===== src/rtl/lpm_pkg.sv =====
// lpm_pkg: shared constants for the low-power mode control unit.
// Assumes a 16-bit register word and a fixed control bit layout,
// because the gating and lock logic decode individual bits.
package lpm_pkg;
    localparam int DATA_W    = 16;
    localparam int FIELD_W   = 2;            // block bit + lock bit
    localparam int NUM_FLD   = 2;            // field 0 = wait, field 1 = stop
    localparam int BIT_SWRST = 4;
    localparam int BIT_DBG   = 5;
    localparam int CTRL_W    = BIT_DBG + 1;  // implemented control bits

    // Position of each cause inside the status word.
    typedef enum logic [1:0] {
        CAUSE_POR  = 2'd0,
        CAUSE_PIN  = 2'd1,
        CAUSE_WDOG = 2'd2,
        CAUSE_SOFT = 2'd3
    } cause_idx_e;

    localparam int CAUSE_W = 4;
endpackage


===== src/rtl/lpm_mode_field.sv =====
// lpm_mode_field: one two-bit mode-disable field with a sticky lock.
// The low bit blocks the mode, the high bit freezes the field until
// the next synchronous reset. Assumes wr_en is a single-cycle strobe.
module lpm_mode_field
    import lpm_pkg::*;
(
    input  logic               clk,
    input  logic               rst_n,
    input  logic               wr_en,
    input  logic [FIELD_W-1:0] wr_val,
    output logic               blk_q,
    output logic               lock_q
);

    // Field storage: cleared on reset, written only while unlocked.
    always_ff @(posedge clk) begin
        if (!rst_n) begin
            blk_q  <= 1'b0;
            lock_q <= 1'b0;
        end else if (wr_en && !lock_q) begin
            blk_q  <= wr_val[0];
            lock_q <= wr_val[1];
        end
    end

    // A locked field never changes and stays locked until reset.
    AST_FIELD_FROZEN: assert property (@(posedge clk) disable iff (!rst_n)
        lock_q |=> (lock_q && $stable(blk_q)));

    // Reset releases the lock and the block bit.
    AST_LOCK_RELEASED: assert property (@(posedge clk)
        !rst_n |=> (!lock_q && !blk_q));

endmodule


===== src/rtl/lpm_reset_cause.sv =====
// lpm_reset_cause: latches a one-hot record of why the last reset
// happened. While rst_n is low the cause inputs are sampled each
// cycle. The highest-priority active cause wins (power-on, watchdog,
// software, pin). Assumes the reset controller holds the cause inputs
// valid for the whole reset.
module lpm_reset_cause
    import lpm_pkg::*;
(
    input  logic               clk,
    input  logic               rst_n,
    input  logic [CAUSE_W-1:0] cause_in,
    output logic [CAUSE_W-1:0] status_q
);

    logic [CAUSE_W-1:0] pick;

    // Priority pick of a single cause bit.
    always_comb begin
        pick = '0;
        if (cause_in[CAUSE_POR])       pick[CAUSE_POR]  = 1'b1;
        else if (cause_in[CAUSE_WDOG]) pick[CAUSE_WDOG] = 1'b1;
        else if (cause_in[CAUSE_SOFT]) pick[CAUSE_SOFT] = 1'b1;
        else if (cause_in[CAUSE_PIN])  pick[CAUSE_PIN]  = 1'b1;
    end

    // Status capture: reloaded during reset, held otherwise.
    always_ff @(posedge clk) begin
        if (!rst_n) status_q <= pick;
    end

    // Reset cause word has at most one bit set.
    AST_CAUSE_ONEHOT: assert property (@(posedge clk) disable iff (!rst_n)
        $onehot0(status_q));

    // Power-on during reset always wins.
    AST_POR_WINS: assert property (@(posedge clk)
        (!rst_n && cause_in[CAUSE_POR]) |=> status_q[CAUSE_POR]);

    // Outside reset the record is stable.
    AST_STATUS_HELD: assert property (@(posedge clk) disable iff (!rst_n)
        rst_n |=> $stable(status_q));

endmodule


===== src/rtl/lpm_power_ctrl.sv =====
// lpm_power_ctrl: memory-mapped low-power mode control register.
// Address 0 holds the control word (debug clock override, software
// reset trigger, stop and wait fields with locks). Address 1 holds
// the read-only reset cause word. Assumes a single-cycle synchronous
// register port with combinational read data.
module lpm_power_ctrl
    import lpm_pkg::*;
#(
    parameter int ADDR_W = 1
) (
    input  logic              clk,
    input  logic              rst_n,
    input  logic              cause_por,
    input  logic              cause_pin,
    input  logic              cause_wdog,
    input  logic              cause_soft,
    input  logic              bus_sel,
    input  logic              bus_wr,
    input  logic [ADDR_W-1:0] bus_addr,
    input  logic [DATA_W-1:0] bus_wdata,
    output logic [DATA_W-1:0] bus_rdata,
    input  logic              stop_req,
    input  logic              wait_req,
    input  logic              tap_active,
    output logic              stop_go,
    output logic              wait_go,
    output logic              dbg_clk_en,
    output logic              soft_rst_pulse
);

    localparam logic [ADDR_W-1:0] ADDR_CTRL = ADDR_W'(0);
    localparam logic [ADDR_W-1:0] ADDR_STAT = ADDR_W'(1);

    logic               ctrl_wr;
    logic               dbg_q;
    logic [NUM_FLD-1:0] fld_blk;
    logic [NUM_FLD-1:0] fld_lock;
    logic [CAUSE_W-1:0] cause_vec;
    logic [CAUSE_W-1:0] status_q;
    logic [CTRL_W-1:0]  ctrl_view;
    logic               unused_wdata;

    // Write decode for the control word.
    assign ctrl_wr = bus_sel && bus_wr && (bus_addr == ADDR_CTRL);

    // Reserved write bits are deliberately dropped.
    assign unused_wdata = ^bus_wdata[DATA_W-1:CTRL_W];

    // Mode fields: field 0 at bits 1:0 (wait), field 1 at bits 3:2 (stop).
    for (genvar g = 0; g < NUM_FLD; g++) begin : g_fld
        lpm_mode_field u_fld (
            .clk    (clk),
            .rst_n  (rst_n),
            .wr_en  (ctrl_wr),
            .wr_val (bus_wdata[g*FIELD_W +: FIELD_W]),
            .blk_q  (fld_blk[g]),
            .lock_q (fld_lock[g])
        );
    end

    // Debug clock override bit.
    always_ff @(posedge clk) begin
        if (!rst_n)       dbg_q <= 1'b0;
        else if (ctrl_wr) dbg_q <= bus_wdata[BIT_DBG];
    end

    // Software reset request: one-cycle pulse, nothing is stored.
    always_ff @(posedge clk) begin
        if (!rst_n) soft_rst_pulse <= 1'b0;
        else        soft_rst_pulse <= ctrl_wr && bus_wdata[BIT_SWRST];
    end

    // Cause vector in status bit order.
    always_comb begin
        cause_vec             = '0;
        cause_vec[CAUSE_POR]  = cause_por;
        cause_vec[CAUSE_PIN]  = cause_pin;
        cause_vec[CAUSE_WDOG] = cause_wdog;
        cause_vec[CAUSE_SOFT] = cause_soft;
    end

    lpm_reset_cause u_cause (
        .clk      (clk),
        .rst_n    (rst_n),
        .cause_in (cause_vec),
        .status_q (status_q)
    );

    // Control word view, trigger bit always zero.
    always_comb begin
        ctrl_view            = '0;
        ctrl_view[0]         = fld_blk[0];
        ctrl_view[1]         = fld_lock[0];
        ctrl_view[2]         = fld_blk[1];
        ctrl_view[3]         = fld_lock[1];
        ctrl_view[BIT_SWRST] = 1'b0;
        ctrl_view[BIT_DBG]   = dbg_q;
    end

    // Read mux.
    always_comb begin
        bus_rdata = '0;
        if (bus_sel) begin
            if (bus_addr == ADDR_CTRL)      bus_rdata[CTRL_W-1:0]  = ctrl_view;
            else if (bus_addr == ADDR_STAT) bus_rdata[CAUSE_W-1:0] = status_q;
        end
    end

    // Mode-entry gating and debug clock enable.
    assign stop_go    = stop_req && !fld_blk[1];
    assign wait_go    = wait_req && !fld_blk[0];
    assign dbg_clk_en = dbg_q || tap_active;

    AST_RSVD_ZERO: assert property (@(posedge clk) disable iff (!rst_n)
        bus_rdata[DATA_W-1:CTRL_W] == '0);
    AST_TAP_CLOCK: assert property (@(posedge clk) disable iff (!rst_n)
        tap_active |-> dbg_clk_en);
    AST_SWRST_SOURCE: assert property (@(posedge clk) disable iff (!rst_n)
        soft_rst_pulse |-> $past(bus_sel && bus_wr && bus_wdata[BIT_SWRST]));
    AST_SWRST_READ_ZERO: assert property (@(posedge clk) disable iff (!rst_n)
        (bus_sel && bus_addr == ADDR_CTRL) |-> !bus_rdata[BIT_SWRST]);
    AST_STOP_NEEDS_REQ: assert property (@(posedge clk) disable iff (!rst_n)
        !stop_req |-> !stop_go);
    AST_WAIT_NEEDS_REQ: assert property (@(posedge clk) disable iff (!rst_n)
        !wait_req |-> !wait_go);

endmodule


===== config.mk =====
export PLATFORM = sky130hd
export DESIGN_NAME = lpm_power_ctrl
export DESIGN_NICKNAME = d
export VERILOG_FILES = /design/src/rtl/lpm_pkg.sv /design/src/rtl/lpm_mode_field.sv /design/src/rtl/lpm_reset_cause.sv /design/src/rtl/lpm_power_ctrl.sv
export SDC_FILE = /design/constraint.sdc
export NUM_CORES = 1
export LEC_CHECK = 0
export ABC_CLOCK_PERIOD_IN_PS = 1870
export BUFFER_PORTS_ARGS = -buffer_cell sky130_fd_sc_hd__buf_2
export CAP_MARGIN = 40
export CORE_ASPECT_RATIO = 0.9
export CORE_UTILIZATION = 40
export DETAILED_ROUTE_END_ITERATION = 16
export HOLD_SLACK_MARGIN = 0.05
export PLACE_DENSITY = 0.85
export SLEW_MARGIN = 25
export SYNTH_ARGS = -nofsm -noshare
export SYNTH_HDL_FRONTEND = slang
export SYNTH_SLANG_ARGS = --single-unit

===== constraint.sdc =====
create_clock -name clk -period 1.87 [get_ports clk]
set_clock_uncertainty 0.05 [all_clocks]
set_input_delay 0.2805 -clock clk [delete_from_list [all_inputs] [get_ports clk]]
set_output_delay 0.2805 -clock clk [all_outputs]
set_load 0.03 [all_outputs]

# Word-level counts from Yosys, hierarchy flattened
# Index checks and enable logic that the tools add are counted.
[op_classes]
magnitude_cmp = 0
n_shift = 0
reduce_logical = 14
mul = 0
div = 0
bitwise_logic = 1
mux = 7
n_eq_ne = 0
n_addsub = 0
[op_table]
columns = ["op", "count"]
rows = [
  ["1-bit logical AND", 7],
  ["6-bit 2-to-1 mux", 1],
  ["1-bit zero test", 4],
  ["1-bit 2-to-1 mux", 4],
  ["4-bit 2-to-1 mux", 1],
  ["3-bit OR reduction", 1],
  ["2-bit 2-to-1 mux", 1],
  ["2-bit OR reduction", 1],
  ["1-bit logical OR", 1],
  ["1-bit inverter", 1],
]
[totals]
reg_bits = 10
input_bits = 28
elab_cells = 32
output_inout_bits = 20
rom_bits = 0
mem_count = 0
ram_bits = 0
latchBits = 0

# Depth between registers and ports, before layout
# Gate-level depths: netlist (run 1).
[logic_depth]
depth_word = 3
depth_mapped = 3
depth_no_buf = 2

# Cells and area by module
# From an unflattened synthesis (run 1), not the netlist that was laid out.
[unflattened]
hier_cells = 56
area_unflattened_um2 = 583.1
[modules_own_cells]
columns = ["module", "seq_area_each_um2", "cells_per_inst", "n_inst", "area_per_inst_um2"]
rows = [
  ["lpm_power_ctrl", 40.0, 32, 1, 265.3],
  ["lpm_mode_field", 40.0, 8, 2, 82.6],
  ["lpm_reset_cause", 120.1, 8, 1, 152.6],
]

# Least setup slack after synthesis (run 1)
# OpenSTA, ideal clock, no wires.
[synth_timing]
kind = "input to output"
from = "in bus_addr"
to = "out bus_rdata[0]"
arrival_ps = 946
setup_slack_ps = 593
t_required_ps = 1539
cell_stages = 3
cell_sequence = "buf_6 > mux2i_1 > nor2b_1"
[synth_via]
elab_chain_cells = 2
[synth_rtl]
columns = ["element", "line", "source"]
rows = [
  ["start, declared", "lpm_power_ctrl.sv:19", "input logic [ADDR_W-1:0] bus_addr,"],
  ["4-bit 2-to-1 mux", "lpm_power_ctrl.sv:104", "if (bus_addr == ADDR_CTRL) bus_rdata[CTRL_W-1:0] = ctrl_view;"],
  ["6-bit 2-to-1 mux", "lpm_power_ctrl.sv:103", "if (bus_sel) begin"],
  ["end, declared", "lpm_power_ctrl.sv:21", "output logic [DATA_W-1:0] bus_rdata,"],
]
# No other way between the ends.

# Worst setup path after layout (run 1)
[layout_timing]
from = "reg dbg_q"
to = "out dbg_clk_en"
[layout_via]
elab_chain_cells = 1
[layout_rtl]
columns = ["element", "line", "source"]
rows = [
  ["start, declared", "lpm_power_ctrl.sv:35", "logic dbg_q;"],
  ["start signal, assigned", "lpm_power_ctrl.sv:64", "else if (ctrl_wr) dbg_q <= bus_wdata[BIT_DBG];"],
  ["1-bit logical OR", "lpm_power_ctrl.sv:112", "assign dbg_clk_en = dbg_q || tap_active;"],
  ["end, declared", "lpm_power_ctrl.sv:27", "output logic dbg_clk_en,"],
]
# No other way between the ends.

==> run summary, run 1 <==
In this design, the stage delay of the slowest critical-path cell is 0.32 ns. For the maximum number of pins on one net before global-route repair, the log shows 13. The number of cells traversed by the worst hold path is 3, and the max-slew violation count is 0. Once layout is complete, the utilization of the core stands at 53.7%. The clock network power share came out at 29.1%. For the number of hold buffers added after cts, the log shows 0. The final RePlAce weighted congestion came out at 0.801. Classification of the worst-slack hold path: in2reg. Synthesis instantiated 17 different standard cells from the library.

The master of the slowest instance on the critical path was sky130_fd_sc_hd__dfxtp_1. In this run, the combinational gates consume 22.2% of the power. The count of final hold-check violations was 0; the count of port buffers added during placement was 26. In the layout the commonest cells are 26 x sky130_fd_sc_hd__buf_2, 11 x sky130_fd_sc_hd__nand2_1, 11 x sky130_fd_sc_hd__conb_1. The worst setup path is captured at an output pin. In this run the deepest clock path goes through 2 buffers. The first detailed-routing pass took 4 iterations. The cell count after synthesis was 60.

In this run the power density over the cells is 719 nW/µm². The smallest clock period supported by the final layout is computed as 1.36 ns. The switching fraction of total power came out at 29.7%.

The library cell used most frequently in the layout, excluding fill and tap cells, is sky130_fd_sc_hd__buf_2. Internal power comes to 350 µW. From synthesis to final layout, the design area changed by 18.9%. The average via count per standard cell works out to 4.45.

The run gives 1610 µm² as the die area. The analysis attributes to cell leakage a power of 0.000349 µW. Pin placement for this block handled 48 I/O pins.

In this run, CTS created clock tree buffers numbering 3. H-tree depth: 1. The largest fanout on the critical path was 3. Setup repair after global routing left no endpoint under its margin. The cell depth of the worst flop-to-flop path works out to 2. Measured along the y axis, the die boundary spans 38.2 µm. The mean instance size in the synthesized netlist was 9.72 µm². The insertion delay to the later sink of the worst-skew pair is 0.26 ns.

The run finished with clean final reports. The overall routed net length came out at 971 µm. The initial utilization of the core area, before any placement, comes to 45.2%. The maximum achievable frequency was 0.733 GHz. Critical path buffer and inverter count: 1. The HPWL after detailed placement is 801 µm. The count of filler cells inserted in the layout is 126. The signal on the critical path passes through or2_2 -> buf_2.

Data on the critical path is required at its endpoint by 1.54 ns. The first routing iteration left 6 violations. In the final layout, the share of cells above drive strength 1 is 37.9%.

The run gives 240 µm² as the area taken by flip-flops and latches. The run gives 116 as the net total in the final layout. Timing analysis after detailed placement gives a worst setup slack of 0.636 ns. TritonCTS built the clock tree. The switching component of the power came out at 148 µW.

The core footprint is 1290 µm². The run gives 0 as the buffers inserted during post-CTS setup optimization. The logs give 275 µm² for the area of the multi-input gates and 10 for the clock sink count.

The run gives 48.7% as the register share of total power. In this design, the largest share of critical-path delay is due to flip-flops. Clock slew seen by the registers of the worst setup and hold paths: 0.07 ns.

The total overflow left after global routing is 0. The initial antenna violation count was 0; the part of the Yosys area used for sequential elements was 41.2%. By startpoint and endpoint, the worst setup path is classified as reg2out. The antenna diode count was 0. Summed over all failing endpoints, the final setup total negative slack is 0 ns. VDD sags by at most 0.285 mV. The chip width was 42.2 µm; the worst-case register-to-register setup slack was 0.97 ns.

The run gives 12 as the standard-cell row count. The share of the cycle needed by the critical path after routing came out at 72.9%. The total global routing track utilization is 14.6%, and the via count of the first global-routing pass is 413. For this run, design rule violations remaining after detail routing come to 0. The detail route stage leaves a number of antenna-violating nets equal to 0. The average wire per standard cell was 9.61 µm. For this run, the number of Yosys warnings is 0. The logs give 449 for the total number of vias and 0.190 ns for the worst hold margin.

The tool flagged a number of max-cap violations equal to 0. The run gives 0 as the post-cts repair resize count. The critical path crosses 2 cells after its start point. The tools report the startpoint type of the worst setup path as a flip-flop. The area of the mapped netlist was 583 µm²; the final count of negative-setup-slack endpoints was 0. The logs give 0.506 ns for the slack of the critical path and 1700 µm for the wire length of the first global-routing pass. The number of flip-flops and latches in the synthesized netlist works out to 10. The tree is rooted in a sky130_fd_sc_hd__clkbuf_4.

Data arrival at the endpoint of the critical path: 1.03 ns.
cells in the mapped netlist:
cell type / number / area, µm²
sky130_fd_sc_hd__and3b_2: 1 / 10.0
sky130_fd_sc_hd__nand2_1: 11 / 41.3
sky130_fd_sc_hd__mux2i_1: 7 / 70.1
sky130_fd_sc_hd__nor4b_1: 1 / 8.76
sky130_fd_sc_hd__nor2b_1: 7 / 43.8
sky130_fd_sc_hd__edfxtp_1: 4 / 120
sky130_fd_sc_hd__or2_2: 1 / 6.26
sky130_fd_sc_hd__conb_1: 1 / 3.75
sky130_fd_sc_hd__dfxtp_1: 6 / 120
sky130_fd_sc_hd__buf_4: 12 / 90.1
sky130_fd_sc_hd__o21ai_0: 2 / 10.0
sky130_fd_sc_hd__and4bb_2: 2 / 25.0
sky130_fd_sc_hd__nor3b_1: 1 / 7.51
sky130_fd_sc_hd__inv_1: 1 / 3.75
sky130_fd_sc_hd__nor2_1: 1 / 3.75
sky130_fd_sc_hd__buf_6: 1 / 11.3
sky130_fd_sc_hd__nand3b_1: 1 / 7.51
sequential cells by signal, indices dropped and copies added, names as in the netlist:
register,count
u_cause.status_q,4
g_fld.u_fld.blk_q,2
g_fld.u_fld.lock_q,2
dbg_q,1
soft_rst_pulse,1
worst paths after layout:
kind	startpoint	endpoint
worst max-delay path	dbg_q	dbg_clk_en
worst min-delay path	bus_wdata[4]	soft_rst_pulse
worst max register to register	g_fld[1].u_fld.lock_q	g_fld[1].u_fld.blk_q
worst min register to register	g_fld[0].u_fld.lock_q	g_fld[0].u_fld.lock_q
metrics by stage:
stage	instance area, µm²	cells	total power, µW
global route	693	101	526
finish	693	101	498
detailed placement	667	97	359
CTS	693	101	505
floorplan	621	70	346
global placement	667	97	356
layout make-up:
cell class	count	area share [%]
multi-input cells	46	39.7
flip-flops and latches	10	34.7
repair buffers	26	18.8
clock buffers	3	3.25
well taps	14	2.53
clock inverters	1	0.542
inverters	1	0.542
logic make-up after synthesis:
| group | synth area share, % |
|---|---|
| AO/OA/AOI/OAI | 1.72 |
| buffers and inverters | 18.0 |
| flip-flops | 41.2 |
| multiplexers | 12.0 |
| other | 0.643 |
| AND/OR/NAND/NOR | 26.4 |
per-layer routing:
layer  GRT usage [%]  part of all wire (%)
met1            15.1                    42
met2            25.8                    48
met3            4.72                   8.7
met4            9.38                   1.4
met5               0                     0
power groups by stage:
stage	logic (µW)	registers, µW	clock network, µW
2_1_floorplan	99.3	246	0
3_3_place_gp	109	247	0
3_5_place_dp	111	248	0
4_1_cts	111	243	151
5_1_grt	120	244	161
6_report	111	243	145
worst register-to-register path, stage by stage, from the launching register on:
cell and delay [ns]:
sky130_fd_sc_hd__dfxtp_1 0.32, sky130_fd_sc_hd__and4bb_2 0.29, sky130_fd_sc_hd__mux2i_1 0.17
Power figures use the tool's default switching activity.
==> inputs of run 2 (changes only) <==
--- a/config.mk
+++ b/config.mk
@@ -5,14 +5,14 @@
 export SDC_FILE = /design/constraint.sdc
 export NUM_CORES = 1
 export LEC_CHECK = 0
-export ABC_CLOCK_PERIOD_IN_PS = 1870
+export ABC_CLOCK_PERIOD_IN_PS = 1100
 export BUFFER_PORTS_ARGS = -buffer_cell sky130_fd_sc_hd__buf_2
 export CAP_MARGIN = 40
 export CORE_ASPECT_RATIO = 0.9
-export CORE_UTILIZATION = 40
+export CORE_UTILIZATION = 33
 export DETAILED_ROUTE_END_ITERATION = 16
 export HOLD_SLACK_MARGIN = 0.05
-export PLACE_DENSITY = 0.85
+export PLACE_DENSITY = 0.76
 export SLEW_MARGIN = 25
 export SYNTH_ARGS = -nofsm -noshare
 export SYNTH_HDL_FRONTEND = slang
==> constraint.sdc (replaced) <==
create_clock -name clk -period 1.1 [get_ports clk]
set_clock_uncertainty 0.05 [all_clocks]
set_input_delay 0.165 -clock clk [delete_from_list [all_inputs] [get_ports clk]]
set_output_delay 0.165 -clock clk [all_outputs]
set_load 0.03 [all_outputs]
==> run 2 against run 1 <==
  * The flow now finishes with violations (negative setup slack)
  * Via count rose by 4.2%
  * Wire length rose by 2.8%
  * Sequential share of layout area fell by 2.0 points
  * Critical path depth rose by 1
  * Critical path type unchanged
==> run summary, run 2 (synthesis gave the netlist of run 1 again) <==
met2 is the most crowded layer. In this run the static leakage power is 0.000361 µW. The DRC violation count after routing was 0. For this run, global-route usage on met1 was measured as 11.5%. The register with the most flip-flops in the layout has 4 of them.

Routability-driven placement finished with a final weighted congestion of 0.779. Timing would allow up to 0.815 GHz. Final count of negative-setup-slack endpoints: 6. The largest registers in the layout are u_cause.status_q: 4 flops, g_fld.u_fld.blk_q: 2 flops, g_fld.u_fld.lock_q: 2 flops.

The first detailed-routing pass took 2 iterations. Once detailed placement completed, the half-perimeter wirelength came to 758 µm. The internal power of the cells totals 610 µW.

The tools report the max-slew violation count as 0. 48 I/O pins were placed. The initial utilization of the core area, before any placement, comes to 35.0%. The maximum number of pins on one net before global-route repair was 13.

For the worst setup path, the data arrival time is 1.01 ns. The run finished, with violations left. H-tree depth: 1. The initial antenna violation count is 0.

TritonCTS built the clock tree. In the global route stage, overall resource usage came out at 11.3%. The slowest stage of the critical path belongs to the cell sky130_fd_sc_hd__edfxtp_1.

Setup repair after global routing could not meet its margin everywhere. The leading cell type in the layout, fill and taps excluded is sky130_fd_sc_hd__buf_2. The worst setup path is launched from a flip-flop.

Traced cell by cell, the critical path runs through mux2i_1 -> nor2b_1 -> buf_4. The count of final hold-check violations came out at 0. The count of port buffers added during placement came out at 26. The share of the cycle needed by the critical path after routing was 112%; the insertion delay to the later sink of the worst-skew pair was 0.26 ns. Combinational logic is responsible for 23.5% of the overall power. Met3 usage in global routing: 2.61%.

Per report_power, the sequential group accounts for 47.6% of the total. More flip-flops sit in one register than any other, and that register is u_cause.status_q. The total power per unit cell area was 1160 nW/µm²; the overall die height was 41.9 µm. The largest single stage delay on the critical path is 0.38 ns.

The floorplan has 14 rows. The first global-routing pass estimated 1470 µm of wire. The clock network is responsible for 28.9% of the overall power. After clock tree synthesis, the clock-pin slew on the worst setup and hold paths is 0.07 ns. The tightest min-delay check is of the in2reg type. The tool flagged a number of max-cap violations equal to 0.

Of the total power, the share spent switching nets is 29.7%. The CTS buffer count came out at 3. In this run, post-CTS hold repair placed 0 buffers. The core footprint came out at 1660 µm².

From left edge to right edge, the die measures 46.3 µm. Counting along the longest clock path gives a buffer depth of 2. The total negative slack for setup checks is -0.522 ns, and the average via count per standard cell is 4.18. The antenna diode count is 0, and the overall routed net length is 998 µm. In the layout the commonest cells are 18 x sky130_fd_sc_hd__buf_2, 11 x sky130_fd_sc_hd__nand2_1, 11 x sky130_fd_sc_hd__conb_1.

The area growth from synthesis to layout is 28.1%. The largest fanout on the critical path came out at 1. In this design, the largest share of critical-path delay is due to flip-flops. The checks that failed: negative setup slack.

The final layout contains 117 nets. The number of cells traversed by the worst hold path is 3. The tree built by TritonCTS fans out to 10 sinks. In this run the clock root is driven by a sky130_fd_sc_hd__clkbuf_4. The worst-case vdd ir drop was 0.412 mV. The slack of the critical path is -0.127 ns, and the met2 usage in global routing is 16.9%. The average wire per standard cell was 8.91 µm; the post-layout instance area was 747 µm².

The critical path buffer and inverter count works out to 1. Summed over all layers, the global routing overflow is 0. Area after detailed placement: 679 µm². STA classifies the critical path endpoint as an output pin. The detailed router placed 468 vias in this run. The count of filler cells inserted in the layout is 172, and the die area is 1940 µm². The logs give 44.9% for the final design utilization and 258 µW for the switching component of the power. The post-route netlist has 42.0% of its cells at a drive strength greater than 1. The via count of the first global-routing pass was 387; the total stage count of the critical path was 3.

For the post-route antenna net violation count, the log shows 0. The tools report the sum of internal, switching and leakage power as 868 µW. Type of the worst setup path: reg2out. The cell depth of the worst flop-to-flop path was 2; the initial DRC count was 4. The time the final worst path needs with I/O delays and setup was 1.23 ns.

Timing analysis after detailed placement gives a worst setup slack of 0.0852 ns. The data required time of the worst path was 0.88 ns.
[run 2: cell types whose count changed in the layout (fill, tap and decap cells not counted), sizes merged]
| cell | previous run | this run |
|---|---|---|
| buf | 26 | 27 |
[run 2: power by group through the flow]
stage | Sequential (µW) | Clock, µW | Combinational (µW)
final | 413 | 251 | 204
after CTS | 413 | 268 | 203
after global routing | 416 | 286 | 219
after floorplan | 419 | 0 | 169
after global placement | 420 | 0 | 186
after detailed placement | 421 | 0 | 188
[run 2: worst paths after layout]
| kind | start | slack (ns) | to |
|---|---|---|---|
| worst max-delay path | u_cause.status_q[0] | -0.13 | bus_rdata[0] |
| worst min-delay path | bus_wdata[4] | 0.07 | soft_rst_pulse |
| worst max register to register | g_fld[0].u_fld.lock_q | 0.19 | g_fld[0].u_fld.blk_q |
| worst min register to register | dbg_q | 0.41 | dbg_q |
[run 2: area by class of cell]
type,count,area (µm²),share of cell area [%]
multi-input cells,46,278,37.2
flip-flops and latches,10,244,32.7
repair buffers,27,165,22.1
well taps,24,30.0,4.02
clock buffers,3,22.5,3.02
clock inverters,1,3.75,0.503
inverters,1,3.75,0.503
[run 2: metal layers]
| metal | share of wire (%) | up-vias |
|---|---|---|
| met5 | 0 | - |
| met4 | 1.9 | 0 |
| met3 | 8.9 | 2 |
| met2 | 48 | 30 |
| met1 | 41 | 203 |
| li1 | - | 233 |
[run 2: per-stage QoR]
stage          hold slack [ns]  instances
6_report                0.0696        112
5_1_grt                 0.0631        112
4_1_cts                 0.0561        111
3_5_place_dp             0.340        107
3_3_place_gp             0.328        107
2_1_floorplan            0.214         70
[run 2: worst register-to-register path: cells and delay by family, from the launching register on]
kind          cells  cell delay [ns]
flops             1             0.32
mux               1             0.18
simple gates      1             0.29
[run 2: timing repair]
action                     4_1_cts  5_1_grt
setup endpoints to repair        8        8
resized for setup               12        2
pin swaps                        1        1
hold endpoints to repair         0        0
buffers inserted                 0        1
==> inputs of run 3 (changes only) <==
--- a/config.mk
+++ b/config.mk
@@ -13,6 +13,7 @@
 export DETAILED_ROUTE_END_ITERATION = 16
 export HOLD_SLACK_MARGIN = 0.05
 export PLACE_DENSITY = 0.76
+export SETUP_SLACK_MARGIN = 0.02
 export SLEW_MARGIN = 25
 export SYNTH_ARGS = -nofsm -noshare
 export SYNTH_HDL_FRONTEND = slang
==> run 3 against run 2 <==
  * The flow still finishes with violations (negative setup slack)
  * Sequential power hardly changed
  * Global-route usage grew 0.17 points
  * Flip-flop and latch count did not move
  * Core utilization unchanged
  * Sequential share of layout area stayed put
  * Fmax barely moved
  * Via count is 0.21% lower
  * Critical endpoint unchanged
  * Largest cell class unchanged
==> run summary, run 3 (synthesis gave the netlist of run 1 again) <==
The clock network power share was 28.9%; the total global routing track utilization was 11.4%. The routed layout has 467 vias. Clock tree synthesis found a total of 10 sinks. The met3 usage in global routing is 2.61%, and the initial DRC count is 4. No sink is reached through more buffers than the 2 on the longest clock path. For the count of final hold-check violations, the log shows 0. The global routing stage identified its most utilized layer as met2. Buffers inserted during clock tree synthesis total 3. The count of port buffers added during placement is 26, and the slack of the critical path is -0.127 ns. The final layout contains routed wiring with a total length of 999 µm. Of the cells placed in the final design, the portion with a size suffix greater than 1 is 42.0%. In the routed layout, each cell is associated on average with a via count of 4.17. After floorplanning, the core was sized to cover 1660 µm².

The run gives 1490 µm as the wire length of the first global-routing pass. In this run, post-CTS hold repair placed 0 buffers. The register with the most flip-flops in the layout has 4 of them. The leading cell type in the layout, fill and taps excluded is sky130_fd_sc_hd__buf_2.

The time the final worst path needs with I/O delays and setup came out at 1.23 ns. The buffer cell driving the clock tree root was sky130_fd_sc_hd__clkbuf_4. The die covers 1940 µm². The classification of the worst-slack hold path is in2reg. The worst register-to-register path begins at g_fld[0].u_fld.lock_q. The tools report the total negative slack for setup checks as -0.520 ns. Setup repair after global routing could not meet its margin everywhere. Clock-pin slew was measured on the worst setup and hold paths at 0.07 ns.

Leaving out fill and tap cells, the most frequent cells in the layout are 18 x sky130_fd_sc_hd__buf_2, 11 x sky130_fd_sc_hd__nand2_1, 11 x sky130_fd_sc_hd__conb_1. The area after detailed placement came out at 679 µm². TritonCTS built the clock tree. The worst path uses 112% of the clock period.

The run gives 107 as the placed cell count. The max-slew violation count is 0. The worst setup path is captured at an output pin. The checks that failed: negative setup slack. Global routing used 17.5% of the available met2 tracks.

Power spread over the standard cell area amounts to 1160 nW/µm². Ranked by flip-flop count, first place goes to u_cause.status_q. The area growth from synthesis to layout was 28.1%. For met1 alone, demand over resource in global routing was 11.5%. The tools report the H-tree depth as 1. The register share of total power was 47.6%; the insertion delay to the later sink of the worst-skew pair was 0.26 ns. Number of cells traversed by the worst hold path: 3.

From bottom edge to top edge, the die measures 41.9 µm. Once the floorplan was initialized, standard cells occupied 35.0% of the core. Cells fill 44.9% of the core in the end. The worst-case vdd ir drop is 0.413 mV, and the final cell count without fillers is 112.

STA classifies the critical path startpoint as a flip-flop. In the final layout, the registers with the most flip-flops are u_cause.status_q: 4 flops, g_fld.u_fld.blk_q: 2 flops, g_fld.u_fld.lock_q: 2 flops. At the worst endpoint, the arrival time is 1.01 ns.

The logs give 258 µW for the switching component of the power and 0 for the post-route antenna net violation count. The average wire per standard cell came out at 8.92 µm. The analysis attributes to cell leakage a power of 0.000361 µW. The tools report the initial antenna violation count as 0.

The flow ran to the end, but the final reports show violations. The run gives 393 as the via count of the first global-routing pass. Entering global routing, the biggest net connects 13 pins. The DRC violation count after routing was 0.

For the worst-case register-to-register setup slack, the log shows 0.19 ns. At the worst endpoint, the required time is 0.88 ns. The internal power of the cells totals 610 µW. The final count of negative-setup-slack endpoints came out at 6. The total I/O pin count was 48; the first-pass detailed-route iteration total was 2. Routability-driven placement finished with a final weighted congestion of 0.779. The die is 46.3 µm wide. The type of the worst setup path is reg2out.

The switching fraction of total power came out at 29.7%. The maximum achievable frequency came out at 0.815 GHz. In the final design database the tool counted 117 nets. Worst setup slack before clock tree synthesis: 0.0852 ns.

The largest fanout on the critical path works out to 1. The endpoint with the worst hold slack was soft_rst_pulse. The combinational fraction of design power was 23.5%; the remaining global-route overflow was 0. Counting cells, the worst reg-to-reg path comes to 2.

The startpoint identified for the worst hold timing path is bus_wdata[4]. After floorplanning, the core was divided into 14 placement rows. The layout has 172 filler cells. Once detailed placement completed, the half-perimeter wirelength came to 758 µm.

The finished cells cover 747 µm². Across the run, the number of max-cap violations was 0. The number of antenna diodes in the final layout is 0. In this run the critical register-to-register path is captured at g_fld[0].u_fld.blk_q.
==> run 3: cell counts in the layout (fill, tap and decap cells not counted) <==
No cell type changed its count.
==> run 3: what timing repair did <==
action,in CTS,in global routing
pin swaps,1,1
resized for setup,14,0
setup buffers,1,0
endpoints found under the hold margin,0,0
endpoints found under the setup margin,8,8
==> run 3: worst max path at each step <==
stage / endpoint / startpoint / slack (ns) / cells past startpoint
floorplan: bus_rdata[0] / bus_addr / 0.05 / 3
global placement: bus_rdata[3] / bus_addr / 0.11 / 4
detailed placement: bus_rdata[1] / bus_addr / 0.09 / 4
CTS: bus_rdata[0] / u_cause.status_q[0] / -0.14 / 3
global route: bus_rdata[3] / u_cause.status_q[3] / -0.22 / 3
finish: bus_rdata[0] / u_cause.status_q[0] / -0.13 / 3
==> run 3: layer usage <==
| layer | vias to the layer above | wire length, µm |
|---|---|---|
| met2 | 30 | 477 |
| li1 | 233 | - |
| met4 | 0 | 19 |
| met3 | 2 | 89 |
| met5 | - | 0 |
| met1 | 202 | 412 |
==> run 3: through the flow <==
stage	hold slack, ns	total power [µW]
2_1_floorplan	0.214	588
3_3_place_gp	0.328	606
3_5_place_dp	0.340	609
4_1_cts	0.0561	885
5_1_grt	0.0631	921
6_report	0.0696	868
==> run 3: cell type report <==
cell class / count / area, µm² / area share [%]
Clock buffer: 3 / 22.5 / 3.02
Multi-Input combinational cell: 46 / 278 / 37.2
Inverter: 1 / 3.75 / 0.503
Clock inverter: 1 / 3.75 / 0.503
Sequential cell: 10 / 244 / 32.7
Timing Repair Buffer: 27 / 165 / 22.1
Tap cell: 24 / 30.0 / 4.02
==> run 3: critical path: stages (launching register included) <==
cell                       delay [ns]
sky130_fd_sc_hd__edfxtp_1        0.38
sky130_fd_sc_hd__mux2i_1         0.15
sky130_fd_sc_hd__nor2b_1         0.06
sky130_fd_sc_hd__buf_4           0.16
==> run 3: power by group through the flow <==
stage               registers, µW  clock network, µW  logic, µW
floorplan                     419                  0        169
global placement              420                  0        186
CTS                           413                268        204
finish                        413                251        204
global route                  416                286        219
detailed placement            421                  0        188
